===== config.mk =====
export PLATFORM = sky130hd
export DESIGN_NAME = ctx_irq_sel
export DESIGN_NICKNAME = d
export VERILOG_FILES = /design/src/rtl/irq_sel_pkg.sv /design/src/rtl/irq_elig_mask.sv /design/src/rtl/irq_cmp_node.sv /design/src/rtl/irq_prio_tree.sv /design/src/rtl/ctx_irq_sel.sv
export SDC_FILE = /design/constraint.sdc
export NUM_CORES = 1
export LEC_CHECK = 0
export BUFFER_PORTS_ARGS = -buffer_cell sky130_fd_sc_hd__buf_2
export CAP_MARGIN = 20
export CORE_ASPECT_RATIO = 1.75
export CORE_MARGIN = 1
export CORE_UTILIZATION = 40
export CTS_BUF_LIST = sky130_fd_sc_hd__clkbuf_16
export CTS_CLUSTER_DIAMETER = 80
export DETAILED_ROUTE_END_ITERATION = 16
export MAX_ROUTING_LAYER = met4
export SYNTH_ARGS = -nofsm -noshare
export SYNTH_HDL_FRONTEND = slang
export SYNTH_HIERARCHICAL = 1
export SYNTH_SLANG_ARGS = --single-unit

===== constraint.sdc =====
create_clock -name clk_i -period 1.7 [get_ports clk_i]
set_clock_uncertainty 0.2 [all_clocks]
set_input_delay 0.34 -clock clk_i [delete_from_list [all_inputs] [get_ports clk_i]]
set_output_delay 0.34 -clock clk_i [all_outputs]
set_load 0.1 [all_outputs]

===== src/rtl/irq_sel_pkg.sv =====
package irq_sel_pkg;
  localparam int WORD_W = 32;

  function automatic int words_for(input int n);
    return (n + WORD_W - 1) / WORD_W;
  endfunction

  // index width for n entries, at least one bit
  function automatic int idx_bits(input int n);
    int b;
    b = 1;
    while ((1 << b) < n) b++;
    return b;
  endfunction
endpackage


===== src/rtl/irq_elig_mask.sv =====
module irq_elig_mask #(
  parameter int NUM_SOURCES = 32,
  parameter int VEC_W       = 32
) (
  input  logic [VEC_W-1:0]       pend_i,
  input  logic [VEC_W-1:0]       claimed_i,
  input  logic [VEC_W-1:0]       enable_i,
  output logic [NUM_SOURCES-1:0] elig_o
);
  // source 0 is reserved: never a candidate
  assign elig_o[0] = 1'b0;

  for (genvar k = 1; k < NUM_SOURCES; k++) begin : g_bit
    assign elig_o[k] = pend_i[k] & ~claimed_i[k] & enable_i[k];
  end

  // bits past the last source and bit 0 carry nothing
  if (VEC_W > NUM_SOURCES) begin : g_pad
    logic unused_pad;
    assign unused_pad = ^{pend_i[VEC_W-1:NUM_SOURCES], claimed_i[VEC_W-1:NUM_SOURCES],
                          enable_i[VEC_W-1:NUM_SOURCES], pend_i[0], claimed_i[0], enable_i[0]};
  end else begin : g_nopad
    logic unused_b0;
    assign unused_b0 = ^{pend_i[0], claimed_i[0], enable_i[0]};
  end
endmodule


===== src/rtl/irq_cmp_node.sv =====
module irq_cmp_node #(
  parameter int PRIO_BITS = 3,
  parameter int ID_W      = 5
) (
  input  logic                 lo_v_i,
  input  logic [PRIO_BITS-1:0] lo_p_i,
  input  logic [ID_W-1:0]      lo_id_i,
  input  logic                 hi_v_i,
  input  logic [PRIO_BITS-1:0] hi_p_i,
  input  logic [ID_W-1:0]      hi_id_i,
  output logic                 v_o,
  output logic [PRIO_BITS-1:0] p_o,
  output logic [ID_W-1:0]      id_o
);
  logic take_hi;

  // the upper-numbered side wins only on a strictly larger priority
  assign take_hi = hi_v_i & (~lo_v_i | (hi_p_i > lo_p_i));

  assign v_o  = lo_v_i | hi_v_i;
  assign p_o  = take_hi ? hi_p_i  : lo_p_i;
  assign id_o = take_hi ? hi_id_i : lo_id_i;
endmodule


===== src/rtl/irq_prio_tree.sv =====
module irq_prio_tree
  import irq_sel_pkg::*;
#(
  parameter int NUM_SOURCES = 32,
  parameter int PRIO_BITS   = 3,
  parameter int ID_W        = idx_bits(NUM_SOURCES)
) (
  input  logic [NUM_SOURCES-1:0]           elig_i,
  input  logic [NUM_SOURCES*PRIO_BITS-1:0] prio_i,
  input  logic [PRIO_BITS-1:0]             thresh_i,
  output logic                             v_o,
  output logic [ID_W-1:0]                  id_o
);
  localparam int LEAVES = 1 << ID_W;
  localparam int NODES  = 2 * LEAVES - 1;

  // heap layout: node n has children 2n+1 (lower ids) and 2n+2
  logic                 nd_v  [NODES];
  logic [PRIO_BITS-1:0] nd_p  [NODES];
  logic [ID_W-1:0]      nd_id [NODES];

  for (genvar k = 0; k < LEAVES; k++) begin : g_leaf
    if (k < NUM_SOURCES) begin : g_real
      logic [PRIO_BITS-1:0] p;
      assign p                     = prio_i[k*PRIO_BITS +: PRIO_BITS];
      assign nd_v [LEAVES-1+k]     = elig_i[k] & (p > thresh_i);
      assign nd_p [LEAVES-1+k]     = p;
      assign nd_id[LEAVES-1+k]     = ID_W'(k);
    end else begin : g_pad
      assign nd_v [LEAVES-1+k]     = 1'b0;
      assign nd_p [LEAVES-1+k]     = '0;
      assign nd_id[LEAVES-1+k]     = '0;
    end
  end

  for (genvar n = 0; n < LEAVES - 1; n++) begin : g_node
    irq_cmp_node #(
      .PRIO_BITS (PRIO_BITS),
      .ID_W      (ID_W)
    ) u_node (
      .lo_v_i  (nd_v [2*n+1]),
      .lo_p_i  (nd_p [2*n+1]),
      .lo_id_i (nd_id[2*n+1]),
      .hi_v_i  (nd_v [2*n+2]),
      .hi_p_i  (nd_p [2*n+2]),
      .hi_id_i (nd_id[2*n+2]),
      .v_o     (nd_v [n]),
      .p_o     (nd_p [n]),
      .id_o    (nd_id[n])
    );
  end

  logic [PRIO_BITS-1:0] unused_root_p;
  assign unused_root_p = nd_p[0];

  assign v_o  = nd_v[0];
  assign id_o = nd_id[0];
endmodule


===== src/rtl/ctx_irq_sel.sv =====
module ctx_irq_sel
  import irq_sel_pkg::*;
#(
  parameter int NUM_SOURCES = 32,
  parameter int PRIO_BITS   = 3,
  localparam int VEC_W      = WORD_W * words_for(NUM_SOURCES),
  localparam int ID_W       = idx_bits(NUM_SOURCES)
) (
  input  logic                             clk_i,
  input  logic                             rst_ni,
  input  logic [VEC_W-1:0]                 pend_i,
  input  logic [VEC_W-1:0]                 claimed_i,
  input  logic [VEC_W-1:0]                 enable_i,
  input  logic [NUM_SOURCES*PRIO_BITS-1:0] prio_i,
  input  logic [PRIO_BITS-1:0]             thresh_i,
  output logic [ID_W-1:0]                  id_o,
  output logic                             irq_o
);
  logic [NUM_SOURCES-1:0] elig;
  logic                   win_v;
  logic [ID_W-1:0]        win_id;

  irq_elig_mask #(
    .NUM_SOURCES (NUM_SOURCES),
    .VEC_W       (VEC_W)
  ) u_mask (
    .pend_i    (pend_i),
    .claimed_i (claimed_i),
    .enable_i  (enable_i),
    .elig_o    (elig)
  );

  irq_prio_tree #(
    .NUM_SOURCES (NUM_SOURCES),
    .PRIO_BITS   (PRIO_BITS),
    .ID_W        (ID_W)
  ) u_tree (
    .elig_i   (elig),
    .prio_i   (prio_i),
    .thresh_i (thresh_i),
    .v_o      (win_v),
    .id_o     (win_id)
  );

  always_ff @(posedge clk_i or negedge rst_ni) begin
    if (!rst_ni) begin
      id_o  <= '0;
      irq_o <= 1'b0;
    end else begin
      id_o  <= win_v ? win_id : '0;
      irq_o <= win_v;
    end
  end
endmodule


[Word level (Yosys, flattened, before mapping)]
Index checks and enable logic that the tools add are counted.
Word-level totals
  register bits: 6
  input bits: 197
  output and inout port bits: 6
  logic and storage cells: 369
Operators by class
  order comparisons: 61
  multiplexer cells: 62
  bitwise gates (word level): 244
Operators by type and width (count)
  3-bit > comparator: 61
  1-bit bitwise AND: 123
  3-bit 2-to-1 mux: 34
  1-bit NOT: 61
  1-bit bitwise OR: 60
  1-bit 2-to-1 mux: 16
  2-bit 2-to-1 mux: 8
  5-bit 2-to-1 mux: 2
  4-bit 2-to-1 mux: 2

[Longest topological paths before layout]
Gate-level depths: netlist (run 1).
  word-level depth: 25
  depth in mapped cells: 33
  depth with buffers taken out: 28

[Modules after synthesis]
Netlist (run 1), hierarchy kept.
Modules (own cells, without submodules)
  irq_cmp_node: instances 31, cells each 60, area an instance 422.9 µm²
  irq_prio_tree: instances 1, cells each 292, area an instance 2567.5 µm²
  irq_elig_mask: instances 1, cells each 33, area an instance 282.8 µm²
  ctx_irq_sel: instances 1, cells each 11, area an instance 181.4 µm²

[Worst setup path before layout (run 1)]
No wires, ideal clock.
  path type: in2reg
  start: in thresh_i[2]
  end: reg id_o[0]
  data arrival time: 6549 ps
  data required time: 1381 ps
  slack: -5168 ps
  cell stages on the path: 29
  buffers on the path: 4
  path through: inv_1 -> ha_1 -> and3_4 -> a211oi_2 -> nor2b_1 -> a222oi_1 -> nand3_1 -> inv_1 -> ha_1 -> and3_4 -> buf_6 -> a222oi_1 -> nand3_1 -> ha_1 -> and3_4 -> buf_6 -> a222oi_1 -> nand3_1 -> ha_1 -> and3_4 -> buf_6 -> a222oi_1 -> nand3_1 -> ha_1 -> and3_4 -> buf_6 -> a222oi_1 -> nand3_1 -> and2_1
RTL lines
  start: declaration: line ctx_irq_sel.sv:15  | input logic [PRIO_BITS-1:0] thresh_i,
  end signal: assignment: line ctx_irq_sel.sv:50  | id_o <= win_v ? win_id : '0;
  end: declaration: line ctx_irq_sel.sv:16  | output logic [ID_W-1:0] id_o,

==> run_results.csv, run 1 <==
group,metric,value,unit
grt,grt_pass1_vias,23600,
drt,wire_per_inst,16.8,microns
timing,slew_viol_final,0,
drt,postRouteAntennaNets,0,
timing,max_slew_margin,57.6,%
power_and_ir_drop,power_frac_clock,2.8,%
power_and_ir_drop,power_leakage,12.3,nW
die,ios,203,
setup_path,crit_family,"simple AND/OR/NAND/NOR gates",
die,fp-row-count,96,
setup_path,cp_common_cell,"nand3_1",
layout,fillerInstances,3390,
grt,grt_util_met1,28.7,%
layout,final_area,25800,sq um
drt,wirelength,64900,microns
die,die_area,40900,sq um
outcome,violations,"setup timing",
timing,finalWorstPathRequiredPeriod,6.45,ns
power_and_ir_drop,peakVddDrop,0.612,mV
layout,num-nets-final,3747,
grt,grt_overflow,0,
power_and_ir_drop,netSwitchingFraction,50.4,%
power_and_ir_drop,power_density,536,nW/um^2
power_and_ir_drop,power.switching,6.97,mW
setup_path,worstSetupEndpointType,"flip-flop",
layout,final_util,65.5,%
cts,path_clk_slew,0.04,ns
grt,use_met2,64.1,%
setup_path,start_kind,"input port",
cts,clk_path_buf_depth,2,
layout,multi_input_area,17000,sq um
die,start_util,40.7,%
cts,cts_tree,"built",
setup_path,worstPathArrival,6.37,ns
timing,rsz0062_at_grt,"true",
timing,worst_pin_slew,0.636,ns
layout,syn_to_final_growth,61.1,%
power_and_ir_drop,seq_power_share,1.7,%
drt,first_pass_iters,13,
die,die_h,267,microns
drt,vias,22900,
grt,grt_usage,31.8,%
placed_design,dp_hpwl,50700,microns
cts,htree_levels,1,
drt,drtIter0Drc,1739,
synth,ys_warn_count,6,
layout,register_area,150,sq um
synth,syn_area_per_cell,7.35,sq um
cts,cts_root_buffer,"clkbuf_16",
die,die_x,153,microns
layout,layout-drive-gt1-share,38.5,%
setup_path,path_buf_inv,12,
timing,fin_ws,-4.75,ns
placed_design,place.gp.congestion,0.966,
timing,max_freq,155,MHz
grt,antenna_found_initial,3,
cts,cts_sinks,6,
placed_design,io_buffer_count,199,
timing,fin_crit_sh,380,%
die,core-area,39400,sq um
power_and_ir_drop,intPower,6.86,mW
grt,grt_max_degree,17,
cts,cts_inserted_buffers,3,
grt,busiest_layer,"met2",
timing,hold_violations,0,
setup_path,cp.required,1.62,ns
hold_path,hold_class,"in2async",
drt,drt-vias-per-instance,5.95,
setup_path,cp_slowest_cell,"a222oi_1",
drt,drc,0,
power_and_ir_drop,combPwrFrac,95.5,%
grt,grt_pass1_wl,107000,microns
outcome,status,"finished with violations",
setup_path,worstSetupPathType,"in2reg",
setup_path,cp_max_fo,5,
placed_design,postPlaceCellArea,23100,sq um
power_and_ir_drop,finalPower,13.8,mW
synth,syn_inst,2180,
timing,setup_viol_count_final,6,
grt,met3_usage,2.47,%
flow_run,cap_violations,0,
setup_path,max_stage_delay,0.37,ns
synth,syn_area,16000,sq um
-- routing by layer --
metal | part of all wire, % | routed length, microns
met3 | 3.8 | 2480
met4 | 5.8 | 3780
met5 | 0 | 0
met1 | 35 | 22500
met2 | 56 | 36100
-- power groups by stage --
stage	sequential [mW]	clock, mW	combinational [mW]
after floorplan	0.721	0	6.37
after global routing	0.245	0.403	14.3
after CTS	0.237	0.396	12.7
after global placement	0.236	0	10.9
after detailed placement	0.239	0	11.2
final	0.237	0.388	13.2
-- repair_timing --
action,CTS,global route
hold buffers,1,0
setup endpoints to repair,6,6
cloned,7,0
resized for setup,241,13
buffers inserted,107,2
pin swaps,138,47
hold endpoints to repair,6,0
-- through the flow --
| step | setup slack [ns] | cells | setup TNS [ns] | hold slack (ns) |
|---|---|---|---|---|
| floorplan | -5.00 | 2498 | -27.31 | -0.156 |
| finish | -4.75 | 3851 | -25.66 | 0.281 |
| detailed placement | -5.12 | 3730 | -28.48 | -0.0250 |
| CTS | -4.49 | 3848 | -24.57 | 0.281 |
| global route | -5.01 | 3851 | -27.14 | 0.290 |
| global placement | -5.00 | 3730 | -27.77 | -0.0260 |
-- state kept, by name (all words and copies together), names as in the netlist --
name,count
id_o,5
irq_o,1
-- layout by cell type (no fill, tap or decap), drive strengths merged, types with 3 or more instances in the layout --
cell       n
a21o      31
nand3    521
a221oi    30
inv      188
clkbuf     3
nor2b     31
nand3b    63
buf      982
ha       189
or2       31
a222oi   215
and2     250
dfrtp      6
conb     321
and3      63
and3b     92
a211oi    32
o2111ai  245
a21oi     63
-- area by class of cell --
type / instances / share of cell area, %
inverters: 190 / 2.79
flip-flops and latches: 6 / 0.581
clock buffers: 3 / 0.291
repair buffers: 983 / 27.9
well taps: 490 / 2.37
diodes: 2 / 0.0194
multi-input cells: 2177 / 66.0
-- path summary, 6_finish.rpt --
path | start | end | slack [ns] | depth (start not counted)
max | thresh_i[2] | id_o[1]$_DFF_PN0_ | -4.75 | 32
min | rst_ni | irq_o$_DFF_PN0_ | 0.28 | 2
max in group asynchronous | rst_ni | id_o[2]$_DFF_PN0_ | 0.87 | 2
min in group clk_i | id_o[2]$_DFF_PN0_ | id_o[2] | 1.01 | 1
Note: power is estimated with default switching activity, not from simulation.
==> run 2: changes to the inputs <==
- ABC_AREA: unset -> 1
==> run 2 against run 1 <==
  * The flow still finishes with violations (setup timing)
  * Clock power shrank 2%
  * Routed wire length is 54% lower
  * Design area is 39% lower
  * Cell count is 29% lower
  * Total power decreased by 51%
  * Critical path depth increased by 18
  * Highest routed layer unchanged
==> run_results.csv, run 2 <==
group,metric,value,unit
drt,drt-vias-per-instance,4.61,
setup_path,startpoint,"thresh_i[1]",
placed_design,dp_hpwl,23600,microns
drt,wire_per_inst,11.0,microns
drt,drc,0,
die,die_h,208,microns
cts,cts_root_buffer,"clkbuf_16",
drt,postRouteAntennaNets,0,
setup_path,worstSetupPathType,"in2reg",
power_and_ir_drop,power_density,424,nW/um^2
outcome,violations,"setup timing",
placed_design,place.gp.congestion,0.873,
die,core-area,23900,sq um
setup_path,worstSetupEndpointType,"flip-flop",
timing,rsz0062_at_grt,"true",
setup_path,crit_family,"simple AND/OR/NAND/NOR gates",
layout,largest_reg_flops,5,
placed_design,pre_cts_ws,-4.07,ns
cts,cts_sinks,6,
timing,hold-worst-slack,0.293,ns
layout,num-nets-final,2816,
power_and_ir_drop,intPower,3.24,mW
grt,antenna_found_initial,0,
setup_path,cp_common_cell,"nand2_2",
grt,grt_overflow,0,
power_and_ir_drop,power_leakage,9.38,nW
setup_path,path_depth,50,
timing,setup_viol_count_final,6,
synth,syn_area_per_cell,5.62,sq um
setup_path,start_kind,"input port",
layout,fillerInstances,2237,
power_and_ir_drop,power_frac_clock,5.7,%
cts,clk_path_buf_depth,2,
layout,top_register,"id_o",
placed_design,io_buffer_count,199,
timing,fin_crit_sh,314,%
drt,first_pass_iters,5,
die,fp-row-count,75,
synth,syn_area,9740,sq um
layout,top_regs,"id_o x5, irq_o x1",
setup_path,crit_path_end,"id_o[1]$_DFF_PN0_",
layout,syn_to_final_growth,62.7,%
timing,finalWorstPathRequiredPeriod,5.33,ns
power_and_ir_drop,combPwrFrac,90.8,%
setup_path,max_stage_delay,0.27,ns
hold_path,hold_class,"in2async",
setup_path,cp.required,1.62,ns
setup_path,cp_max_fo,6,
power_and_ir_drop,netSwitchingFraction,51.7,%
grt,grt_pass1_wl,48000,microns
cts,path_clk_slew,0.03,ns
grt,grt_pass1_vias,11900,
cts,htree_levels,1,
timing,slew_viol_final,0,
timing,fin_ws,-3.63,ns
outcome,status,"finished with violations",
layout,layout_common_cells,"603 x nand2_1, 339 x buf_4, 324 x nand3_1",
timing,max_slew_margin,65.1,%
power_and_ir_drop,peakVddDrop,0.299,mV
layout,diodes,0,
setup_path,worstPathArrival,5.25,ns
timing,max_freq,188,MHz
setup_path,cp_slowest_cell,"ha_4",
cts,cts_tree,"built",
power_and_ir_drop,seq_power_share,3.5,%
setup_path,path_buf_inv,10,
layout,final_util,66.2,%
layout,layout-drive-gt1-share,39.7,%
die,die_area,25000,sq um
timing,hold_violations,0,
drt,vias,12600,
power_and_ir_drop,power.switching,3.46,mW
flow_run,cap_violations,0,
drt,drtIter0Drc,345,
synth,ys_warn_count,6,
drt,wirelength,30100,microns
die,die_x,120,microns
layout,final_common_cell,"nand2_1",
die,start_util,40.7,%
grt,grt_max_degree,14,
cts,cts_inserted_buffers,3,
timing,worst_pin_slew,0.528,ns
placed_design,postPlaceCellArea,13600,sq um
synth,syn_inst,1731,
die,ios,203,
layout,final_area,15800,sq um
grt,grt_usage,23.3,%
## run 2: power groups by stage
| stage | Clock, mW | Combinational, mW | Sequential (mW) |
|---|---|---|---|
| floorplan | 0 | 2.88 | 0.639 |
| global placement | 0 | 4.78 | 0.234 |
| detailed placement | 0 | 4.87 | 0.234 |
| CTS | 0.385 | 5.58 | 0.233 |
| global route | 0.395 | 6.77 | 0.235 |
| finish | 0.382 | 6.09 | 0.236 |
## run 2: per-layer routing
| metal | GRT usage (%) | part of all wire (%) |
|---|---|---|
| met5 | - | 0 |
| met4 | 7.54 | 3.5 |
| met3 | 0.603 | 2.0 |
| met1 | 21.3 | 37 |
| met2 | 49.5 | 58 |
## run 2: area by class of cell
type,count,area (sq um),area share (%)
Clock buffer,3,75.1,0.474
Tap cell,308,385,2.43
Multi-Input combinational cell,1656,10500,66.0
Inverter,195,739,4.67
Timing Repair Buffer,568,4030,25.5
Sequential cell,6,150,0.948
## run 2: how the worst min path moves through the flow
stage                     depth (start not counted)  startpoint                 to  slack (ns)
final                                             2      rst_ni  id_o[4]$_DFF_PN0_        0.29
after global routing                              2      rst_ni  id_o[4]$_DFF_PN0_        0.31
after CTS                                         2      rst_ni  id_o[2]$_DFF_PN0_        0.30
after detailed placement                          1      rst_ni  id_o[3]$_DFF_PN0_       -0.03
after global placement                            1      rst_ni  id_o[4]$_DFF_PN0_       -0.04
after floorplan                                   0      rst_ni  id_o[0]$_DFF_PN0_       -0.16
## run 2: metrics by stage
stage | total power [mW] | cells | TNS (ns)
CTS | 6.20 | 2714 | -19.24
global placement | 5.01 | 2661 | -22.10
global route | 7.40 | 2736 | -21.75
detailed placement | 5.11 | 2661 | -22.52
finish | 6.71 | 2736 | -19.84
floorplan | 3.52 | 1889 | -20.84
## run 2: repair_timing
item                                   4_1_cts  5_1_grt
hold buffers                                 1        0
pin swaps                                   68       77
setup endpoints to repair                    6        6
gates resized for setup                    169      115
cloned                                       2        2
buffers inserted                            47       23
endpoints found under the hold margin        6        0
